### config.mk
export PLATFORM = sky130hd
export DESIGN_NAME = tuner_i2c_regs
export DESIGN_NICKNAME = d
export VERILOG_FILES = /design/src/rtl/tuner_i2c_pkg.sv /design/src/rtl/tuner_i2c_sync.sv /design/src/rtl/tuner_i2c_link.sv /design/src/rtl/tuner_i2c_regfile.sv /design/src/rtl/tuner_i2c_regs.sv
export SDC_FILE = /design/constraint.sdc
export NUM_CORES = 1
export LEC_CHECK = 0
export BUFFER_PORTS_ARGS = -buffer_cell sky130_fd_sc_hd__buf_2
export CAP_MARGIN = 20
export CORE_AREA = 2 2 79 81
export DETAILED_ROUTE_END_ITERATION = 8
export DIE_AREA = 0 0 81 83
export PLACE_DENSITY = 0.81
export SLEW_MARGIN = 20
export SYNTH_ARGS = -nofsm -noshare
export SYNTH_HDL_FRONTEND = slang
export SYNTH_HIERARCHICAL = 1
export SYNTH_SLANG_ARGS = --single-unit
### constraint.sdc
create_clock -name clk -period 2.3 [get_ports clk]
set_input_delay 0.115 -clock clk [delete_from_list [all_inputs] [get_ports clk]]
set_output_delay 0.115 -clock clk [all_outputs]
set_load 0.05 [all_outputs]
### src/rtl/tuner_i2c_pkg.sv
// Shared types and constants for the tuner configuration slave.
package tuner_i2c_pkg;

    // Bus-side protocol states.
    typedef enum logic [2:0] {
        ST_IDLE,
        ST_ADDR,
        ST_WACK,
        ST_WDATA,
        ST_RDATA,
        ST_RACK,
        ST_SKIP
    } bus_state_t;

    // Routing state for incoming write data bytes.
    typedef enum logic [1:0] {
        SEQ_ANY,
        SEQ_DIV_LO,
        SEQ_BAND
    } seq_t;

    // Control field, MSB first as it arrives on the bus below the route bit.
    typedef struct packed {
        logic       cp;
        logic [2:0] test;
        logic [1:0] ref_sel;
        logic       tune_off;
    } ctrl_t;

    localparam ctrl_t     CTRL_RESET = '{cp: 1'b0, test: 3'b000, ref_sel: 2'b11, tune_off: 1'b1};
    localparam logic [4:0] ADDR_FIXED = 5'b11000;

endpackage

### src/rtl/tuner_i2c_sync.sv
// Bus line conditioner.
// Brings SCL and SDA into the clock domain through STAGES flops and flags
// SCL edges, START and STOP. Assumes the system clock samples every bus
// level at least three times.
module tuner_i2c_sync #(
    parameter int STAGES = 2
) (
    input  logic clk,
    input  logic rst_n,
    input  logic scl_i,
    input  logic sda_i,
    output logic scl_s,
    output logic sda_s,
    output logic scl_rise,
    output logic scl_fall,
    output logic start_det,
    output logic stop_det
);
    logic [STAGES-1:0] scl_pipe;
    logic [STAGES-1:0] sda_pipe;
    logic              scl_d;
    logic              sda_d;

    // Synchronizer chains, idle-high reset.
    always_ff @(posedge clk) begin
        if (!rst_n) begin
            scl_pipe <= '1;
            sda_pipe <= '1;
        end else begin
            scl_pipe <= {scl_pipe[STAGES-2:0], scl_i};
            sda_pipe <= {sda_pipe[STAGES-2:0], sda_i};
        end
    end

    assign scl_s = scl_pipe[STAGES-1];
    assign sda_s = sda_pipe[STAGES-1];

    // One-cycle history for edge detection.
    always_ff @(posedge clk) begin
        if (!rst_n) begin
            scl_d <= 1'b1;
            sda_d <= 1'b1;
        end else begin
            scl_d <= scl_s;
            sda_d <= sda_s;
        end
    end

    // Edge and condition decode.
    always_comb begin
        scl_rise  = scl_s & ~scl_d;
        scl_fall  = ~scl_s & scl_d;
        start_det = scl_s & scl_d & sda_d & ~sda_s;
        stop_det  = scl_s & scl_d & ~sda_d & sda_s;
    end
endmodule

### src/rtl/tuner_i2c_link.sv
// Byte-level protocol engine.
// Shifts bits on SCL rising edges, drives ACK and read data after SCL
// falling edges, matches the address and hands each accepted write byte
// on as a one-cycle strobe. Assumes conditioned inputs from tuner_i2c_sync.
module tuner_i2c_link
    import tuner_i2c_pkg::*;
(
    input  logic       clk,
    input  logic       rst_n,
    input  logic       sda_s,
    input  logic       scl_rise,
    input  logic       scl_fall,
    input  logic       start_det,
    input  logic       stop_det,
    input  logic [1:0] hw_addr,
    input  logic [7:0] status_byte,
    output logic       sda_oe,
    output logic       wr_valid,
    output logic [7:0] wr_byte,
    output logic       status_sent
);
    bus_state_t state;
    logic [7:0] shreg;
    logic [3:0] bitcnt;
    logic       rw;
    logic       addr_hit;

    // Address comparison against the fixed prefix and strap.
    assign addr_hit = (shreg[7:1] == {ADDR_FIXED, hw_addr});

    // Protocol sequencing, ACK and read data drive.
    always_ff @(posedge clk) begin
        if (!rst_n) begin
            state       <= ST_IDLE;
            shreg       <= '0;
            bitcnt      <= '0;
            rw          <= 1'b0;
            sda_oe      <= 1'b0;
            wr_valid    <= 1'b0;
            wr_byte     <= '0;
            status_sent <= 1'b0;
        end else begin
            wr_valid    <= 1'b0;
            status_sent <= 1'b0;
            if (start_det) begin
                state  <= ST_ADDR;
                bitcnt <= '0;
                sda_oe <= 1'b0;
            end else if (stop_det) begin
                state  <= ST_IDLE;
                sda_oe <= 1'b0;
            end else begin
                case (state)
                    ST_ADDR, ST_WDATA: begin
                        if (scl_rise && bitcnt < 4'd8) begin
                            shreg  <= {shreg[6:0], sda_s};
                            bitcnt <= bitcnt + 4'd1;
                        end else if (scl_fall && bitcnt == 4'd8) begin
                            if (state == ST_ADDR) begin
                                if (addr_hit) begin
                                    sda_oe <= 1'b1;
                                    rw     <= shreg[0];
                                    state  <= ST_WACK;
                                end else begin
                                    state <= ST_SKIP;
                                end
                            end else begin
                                sda_oe   <= 1'b1;
                                wr_valid <= 1'b1;
                                wr_byte  <= shreg;
                                state    <= ST_WACK;
                            end
                        end
                    end
                    ST_WACK: begin
                        if (scl_fall) begin
                            if (rw) begin
                                shreg  <= status_byte;
                                sda_oe <= ~status_byte[7];
                                bitcnt <= 4'd1;
                                state  <= ST_RDATA;
                            end else begin
                                sda_oe <= 1'b0;
                                bitcnt <= '0;
                                state  <= ST_WDATA;
                            end
                        end
                    end
                    ST_RDATA: begin
                        if (scl_fall) begin
                            if (bitcnt == 4'd8) begin
                                sda_oe      <= 1'b0;
                                status_sent <= 1'b1;
                                state       <= ST_RACK;
                            end else begin
                                sda_oe <= ~shreg[6];
                                shreg  <= {shreg[6:0], 1'b1};
                                bitcnt <= bitcnt + 4'd1;
                            end
                        end
                    end
                    ST_RACK: begin
                        if (scl_rise) begin
                            state <= sda_s ? ST_SKIP : ST_WACK;
                        end
                    end
                    default: ;
                endcase
            end
        end
    end
endmodule

### src/rtl/tuner_i2c_regfile.sv
// Setting registers and write-byte router.
// Routes each accepted write byte by its top bit, holds the upper divider
// half until its partner arrives, and keeps the power-on flag. Any START
// or STOP clears the routing state and drops a half-received pair.
module tuner_i2c_regfile
    import tuner_i2c_pkg::*;
#(
    parameter int DIV_W  = 15,
    parameter int BAND_W = 3
) (
    input  logic              clk,
    input  logic              rst_n,
    input  logic              wr_valid,
    input  logic [7:0]        wr_byte,
    input  logic              xfer_edge,
    input  logic              status_sent,
    input  logic              lock_i,
    output logic [DIV_W-1:0]  div_q,
    output ctrl_t             ctrl_q,
    output logic [BAND_W-1:0] band_q,
    output logic              por_q,
    output logic [7:0]        status_byte
);
    localparam int HI_W = DIV_W - 8;

    seq_t            seq;
    logic [HI_W-1:0] div_hi;

    // Byte routing and commit of the settings.
    always_ff @(posedge clk) begin
        if (!rst_n) begin
            seq    <= SEQ_ANY;
            div_hi <= '0;
            div_q  <= '0;
            ctrl_q <= CTRL_RESET;
            band_q <= '0;
        end else if (xfer_edge) begin
            seq <= SEQ_ANY;
        end else if (wr_valid) begin
            case (seq)
                SEQ_DIV_LO: begin
                    div_q <= {div_hi, wr_byte};
                    seq   <= SEQ_ANY;
                end
                SEQ_BAND: begin
                    band_q <= wr_byte[BAND_W-1:0];
                    seq    <= SEQ_ANY;
                end
                default: begin
                    if (wr_byte[7]) begin
                        ctrl_q <= ctrl_t'(wr_byte[6:0]);
                        seq    <= SEQ_BAND;
                    end else begin
                        div_hi <= wr_byte[HI_W-1:0];
                        seq    <= SEQ_DIV_LO;
                    end
                end
            endcase
        end
    end

    // Power-on flag, cleared once a status byte leaves.
    always_ff @(posedge clk) begin
        if (!rst_n) begin
            por_q <= 1'b1;
        end else if (status_sent) begin
            por_q <= 1'b0;
        end
    end

    assign status_byte = {por_q, lock_i, 6'b111111};
endmodule

### src/rtl/tuner_i2c_regs.sv
// Top of the tuner configuration slave.
// Joins the line conditioner, the protocol engine and the setting
// registers. The caller provides an external pull-up and the open-drain
// pad, and presents the hardware address bits as steady levels.
module tuner_i2c_regs
    import tuner_i2c_pkg::*;
#(
    parameter int SYNC_STAGES = 2,
    parameter int DIV_W       = 15,
    parameter int BAND_W      = 3
) (
    input  logic              clk,
    input  logic              rst_n,
    input  logic              scl_i,
    input  logic              sda_i,
    output logic              sda_oe,
    input  logic [1:0]        hw_addr,
    input  logic              lock_i,
    output logic [DIV_W-1:0]  div_word,
    output logic              cp_hi,
    output logic [2:0]        test_mode,
    output logic [1:0]        ref_sel,
    output logic              tune_off,
    output logic [BAND_W-1:0] band
);
    logic       scl_s, sda_s, scl_rise, scl_fall, start_det, stop_det;
    logic       wr_valid, status_sent, por_q;
    logic [7:0] wr_byte, status_byte;
    ctrl_t      ctrl_q;

    tuner_i2c_sync #(.STAGES(SYNC_STAGES)) u_sync (
        .clk       (clk),
        .rst_n     (rst_n),
        .scl_i     (scl_i),
        .sda_i     (sda_i),
        .scl_s     (scl_s),
        .sda_s     (sda_s),
        .scl_rise  (scl_rise),
        .scl_fall  (scl_fall),
        .start_det (start_det),
        .stop_det  (stop_det)
    );

    tuner_i2c_link u_link (
        .clk         (clk),
        .rst_n       (rst_n),
        .sda_s       (sda_s),
        .scl_rise    (scl_rise),
        .scl_fall    (scl_fall),
        .start_det   (start_det),
        .stop_det    (stop_det),
        .hw_addr     (hw_addr),
        .status_byte (status_byte),
        .sda_oe      (sda_oe),
        .wr_valid    (wr_valid),
        .wr_byte     (wr_byte),
        .status_sent (status_sent)
    );

    tuner_i2c_regfile #(.DIV_W(DIV_W), .BAND_W(BAND_W)) u_regs (
        .clk         (clk),
        .rst_n       (rst_n),
        .wr_valid    (wr_valid),
        .wr_byte     (wr_byte),
        .xfer_edge   (start_det | stop_det),
        .status_sent (status_sent),
        .lock_i      (lock_i),
        .div_q       (div_word),
        .ctrl_q      (ctrl_q),
        .band_q      (band),
        .por_q       (por_q),
        .status_byte (status_byte)
    );

    // Spread the control field onto its output pins.
    always_comb begin
        cp_hi     = ctrl_q.cp;
        test_mode = ctrl_q.test;
        ref_sel   = ctrl_q.ref_sel;
        tune_off  = ctrl_q.tune_off;
    end

    logic unused_scl;
    assign unused_scl = scl_s;
endmodule

### Word level (Yosys, flattened, before mapping)

Cells that the tools add are included.

* $add $sub $neg: 1
* $mul: 0
* div/mod/pow operators: 0
* magnitude comparators: 1
* equal/unequal tests: 25
* shift operators: 0
* muxes and demuxes: 38
* bitwise logic cells: 26
* reduce and logical (&&, ||, !) cells: 23

Operator list (count)
* $mux 8: 5
* $mux 3: 10
* $pmux 8 s3: 1
* $reduce_and 7->1: 3
* $ne 4x3->1 const B: 5
* $not 1->1: 18
* $reduce_and 6->1: 3
* $mux 4: 4
* $ne 2x1->1 const B: 7
* $mux 1: 13
* $pmux 3 s4: 1
* $pmux 4 s3: 1
* $reduce_and 4->1: 2
* $reduce_and 8->1: 1
* $reduce_or 2->1: 4
* $and 1x1->1: 7
* $eq 7x7->1: 1
* $eq 3x2->1 const B: 2
* $eq 3x3->1 const B: 2
* $reduce_and 3->1: 2
* $reduce_bool 6->1: 1
* $reduce_or 6->1: 1
* $reduce_or 5->1: 1
* $add 4x1->4 const B: 1
* 15 further kinds: 18

* register bits: 68
* bits in latches: 0
* memory bits (writable): 0
* memory bits (read-only): 0
* input bits: 7
* word-level logic and storage cells: 136
* memories: 0

### Longest topological paths before layout

* word-level depth: 8
* depth in mapped cells: 7

### By module

The synthesis kept the hierarchy.

By module, submodules not included
* tuner_i2c_link: instances 1, cells an instance 178, area an instance 1586.5 um2, seq. area each 540.5 um2
* tuner_i2c_regfile: instances 1, cells an instance 147, area an instance 1486.4 um2, seq. area each 700.7 um2
* tuner_i2c_sync: instances 1, cells an instance 16, area an instance 190.2 um2, seq. area each 120.1 um2
* tuner_i2c_regs: instances 1, cells an instance 1, area an instance 6.3 um2, seq. area each 0.0 um2

### Least setup slack after synthesis

Ideal clock, no wire load.

* kind: register to register
* start point: reg u_sync.sda_pipe[1]
* end point: reg u_link.rw
* library setup time: 72 ps
* arrival: 1659 ps
* required time: 2228 ps
* setup slack: 570 ps
* stages on the path, launching flop included: 6
* period minus slack after synthesis: 1730 ps
* path through: dfxtp_1 and4b_1 nor2_1 nand4_1 nor4_1 mux2i_1

* longest elaborated chain between the ends: 4

RTL lines
* start: declaration: line tuner_i2c_sync.sv:20 `logic [STAGES-1:0] sda_pipe;`
* start signal: assignment: line tuner_i2c_sync.sv:31 `sda_pipe <= {sda_pipe[STAGES-2:0], sda_i};`
* $not 1->1: line tuner_i2c_sync.sv:53 `start_det = scl_s & scl_d & sda_d & ~sda_s;`
* $and 1x1->1: line tuner_i2c_sync.sv:53
* net start_det: line tuner_i2c_regs.sv:26 `logic scl_s, sda_s, scl_rise, scl_fall, start_det, stop_det;`
* $not 1->1 (no source line)
* $reduce_and 7->1 (no source line)
* end signal: assignment: line tuner_i2c_link.sv:62 `rw <= shreg[0];`
* end: declaration: line tuner_i2c_link.sv:25 `logic rw;`

The timed path passes the listed nets, and every way through them passes these cells.
A chain may end at the register's enable or synchronous reset.

### Final worst setup path

* start point: reg u_link.state[1]
* end point: reg u_link.shreg[6]

* longest elaborated chain between the ends: 4

RTL lines
* start: declaration: line tuner_i2c_link.sv:22 `bus_state_t state;`
* start signal: assignment: line tuner_i2c_link.sv:104 `state <= sda_s ? ST_SKIP : ST_WACK;`
* $eq 3x2->1 / $eq 3x1->1 (equally long branches): line tuner_i2c_link.sv:53 `case (state)`
* $reduce_or 2->1: line tuner_i2c_link.sv:53
* $ne 2x1->1 (no source line) / $reduce_bool 3->1 (equally long branches)
* $reduce_and 8->1 (no source line)
* end signal: assignment: line tuner_i2c_link.sv:56 `shreg <= {shreg[6:0], sda_s};`
* end signal: assignment: line tuner_i2c_link.sv:78 `shreg <= status_byte;`
* end signal: assignment: line tuner_i2c_link.sv:97 `shreg <= {shreg[6:0], 1'b1};`
* end: declaration: line tuner_i2c_link.sv:23 `logic [7:0] shreg;`

Several ways; a longest one is shown, not always the timed one.

==> flow_summary_export.csv <==
group,metric,value,unit
clock_network,post_cts_resized,0,
critical_path,crit_path_end,"u_link/shreg[6]",
worst_hold_path,min_path_type,"in -> reg",
layout,fillCellCount,502,
critical_path,worstSetupPathType,"reg -> reg",
critical_path,required,2.55,ns
power,swShare,25.4,%
yosys,async_flop_share,0,%
layout,drive_above_1_share,16.5,%
sta,period_needed,1.94,ns
grt,track_usage,21.2,%
critical_path,crit_family,"flip-flops",
sta,fin_crit_sh,84.4,%
yosys,ys_seq_elements,68,
critical_path,crit_chain,"nor3b_2 > buf_4 > mux2i_1 > nand4_1 > o211a_1",
route,drtIter0Drc,171,
route,wl_met2,2980,um
die,die_w,81,um
critical_path,worstSetupEndpointType,"flip-flop",
route,postRouteAntennaNets,0,
sta,tightestPinTransition,0.539,ns
place,port_buffers,32,
yosys,synth_area_leaders,"dfxtp_1, mux2i_1, nand2_1",
power,switchingPower,0.599,mW
die,core,0.00582,mm2
sta,setup-tns-final,0,ns
layout,postLayoutCoreUtil,62.5,%
yosys,synth_top_cell_area_share,41.6,%
clock_network,clock_latency,0.36,ns
power,ir_drop,0.000543,V
sta,hold_viol,0,
yosys,synth_edf_count,0,
route,met3WireLength,321,um
yosys,synth_ff_type,"dfxtp_1",
route,wl,6660,um
die,dieArea,0.00672,mm2
clock_network,postCtsSetupBuffers,0,
sta,setup_violations,0,
clock_network,clock-sinks,68,
grt,grt_pass1_wl,11100,um
critical_path,start_kind,"flip-flop",
critical_path,cp.arrival,2.19,ns
critical_path,max_stage_delay,0.65,ns
critical_path,crit_cells,5,
clock_network,cts_htree_levels,3,
grt,overflow,0,
yosys,synth_most_common_cell,"dfxtp_1",
route,drc,0,
yosys,synth_commonest_cells,"dfxtp_1, mux2i_1, nand2_1",
power,combPwrFrac,5.7,%
place,gp_congestion,0.951,
yosys,synth_top_area_cell,"dfxtp_1",
sta,drv_slew,0,
grt,grt_pass1_vias,2277,
critical_path,timing.rr.start,"u_link/state[1]",
critical_path,r2r_cells,5,
sta,max_slew_margin,64.0,%
sta,fin_worst_skew,0.00822,ns
critical_path,rrSetupSlack,0.36,ns
layout,antennaDiodeCount,0,
route,top_layer,"met4",
place,place_ws,0.409,ns
sta,worst_slack,0.358,ns
critical_path,crit_path_start,"u_link/state[1]",
clock_network,tritoncts,"done",
critical_path,cp_num_buf_inv,1,
yosys,yosysSeqAreaShare,41.6,%
yosys,avgSynthCellArea,9.56,um2
power,power_frac_seq,50.8,%
critical_path,reg2reg_to,"u_link/shreg[6]",
yosys,synthDistinctLibCells,59,
power,power_leakage,1.59,nW
clock_network,cts_hold_buffers,2,
route,vias_per_cell,5.64,
power,power_density,649,mW/mm2
critical_path,slowest_stage,"dfxtp_1",
clock_network,clockBufferDepth,2,
yosys,syn_inst,342,
die,ios,33,
sta,holdWs,0.158,ns
place,place.detailed.hpwl,4620,um
yosys,synth.cell_area,0.00327,mm2
sta,rsz0062_at_grt,"false",
route,post_drt_wl_per_cell,14.8,um
layout,syn_to_final_growth,11.1,%
route,vias,2537,
grt,antenna_found_initial,0,
power,p_clk_share,43.6,%
route,dr.pass1.iters,4,
yosys,synth_warnings,6,
critical_path,crit_fanout,14,
route,wl_met1,3230,um
job,max-cap-violations,0,
clock_network,path_clk_slew,0.08,ns
sta,fmax,515,MHz
clock_network,root_buffer,"clkbuf_8",
power,fin_total_pwr,2.36,mW
die,rows,28,
layout,nets,381,
outcome,outcome,"finished, final reports clean",
grt,grt_max_degree,56,
die,start_util,56.2,%
power,internal-power,1.76,mW
die,die_h,83,um
clock_network,cts_made_buffers,9,
-- tightest hold or removal path: cells and delay by family --
family | cells | cell delay (ns)
compound gates | 1 | 0.14
simple gates | 1 | 0.09
buf+inv | 1 | 0.08
mux | 1 | 0.06
-- layout make-up --
type | count | area, um2 | area share [%]
multi-input cells | 240 | 1690 | 46.5
clock inverters | 7 | 82.6 | 2.27
clock buffers | 9 | 124 | 3.41
flip-flops and latches | 68 | 1360 | 37.5
inverters | 10 | 37.5 | 1.03
repair buffers | 41 | 245 | 6.75
well taps | 75 | 93.8 | 2.58
-- power groups by stage --
| stage | Sequential [mW] | Combinational [mW] | Clock [mW] |
|---|---|---|---|
| CTS | 1.20 | 0.133 | 1.05 |
| detailed placement | 1.22 | 0.130 | 0 |
| finish | 1.20 | 0.134 | 1.03 |
| floorplan | 1.22 | 0.109 | 0 |
| global route | 1.20 | 0.147 | 1.10 |
| global placement | 1.22 | 0.128 | 0 |
-- routing by layer --
layer / GRT usage [%] / vias up
li1: - / 1267
met1: 29.6 / 1189
met2: 31.3 / 70
met3: 4.24 / 11
met4: 9.71 / 0
met5: 0 / -
-- cell usage in the layout (no fill, tap or decap), drive strengths merged, types with 8 or more instances in the layout --
master  count
dfxtp      68
mux2i      42
nand2      42
buf        39
nand2b     16
inv        14
nand4      12
o21ai      12
nor2b      11
a21oi      10
nand3      10
clkbuf      9
a21boi      8
-- kinds of logic (layout without fill, tap and decap cells) --
kind of cell,Yosys count,in the layout,share of synthesized area [%]
other cells,1,6,0.115
flops,68,68,41.6
simple gates,125,125,22.3
buf+inv,39,67,7.27
mux,42,42,12.9
fa+ha+maj,4,4,1.53
xor+xnor,3,3,1.03
compound gates,60,60,13.2
-- state kept, by name, indices dropped and copies added (netlist names), 2 cells and up --
| register | cells |
|---|---|
| u_link/shreg | 8 |
| u_regs/div_q | 15 |
| u_regs/ctrl_q | 7 |
| u_sync/scl_pipe | 2 |
| u_link/state | 3 |
| u_regs/band_q | 3 |
| u_link/bitcnt | 4 |
| u_regs/div_hi | 7 |
| u_sync/sda_pipe | 2 |
| u_link/wr_byte | 8 |
| u_regs/seq | 2 |
-- through the flow --
stage | instance area (um2) | cells
4_1_cts | 3630 | 450
5_1_grt | 3630 | 450
2_1_floorplan | 3290 | 347
3_5_place_dp | 3410 | 432
6_report | 3630 | 450
3_3_place_gp | 3410 | 432
-- worst min-delay path by stage --
stage | from | to | slack [ns] | depth (start not counted)
6_report | lock_i | u_link/shreg[6] | 0.16 | 4
3_5_place_dp | sda_i | u_sync/sda_pipe[0] | 0.30 | 2
4_1_cts | lock_i | u_link/shreg[6] | 0.15 | 4
5_1_grt | lock_i | u_link/shreg[6] | 0.15 | 4
2_1_floorplan | rst_n | u_sync/scl_pipe[0] | 0.19 | 1
3_3_place_gp | sda_i | u_sync/sda_pipe[0] | 0.30 | 2
Note: power is estimated with default switching activity, not from simulation.
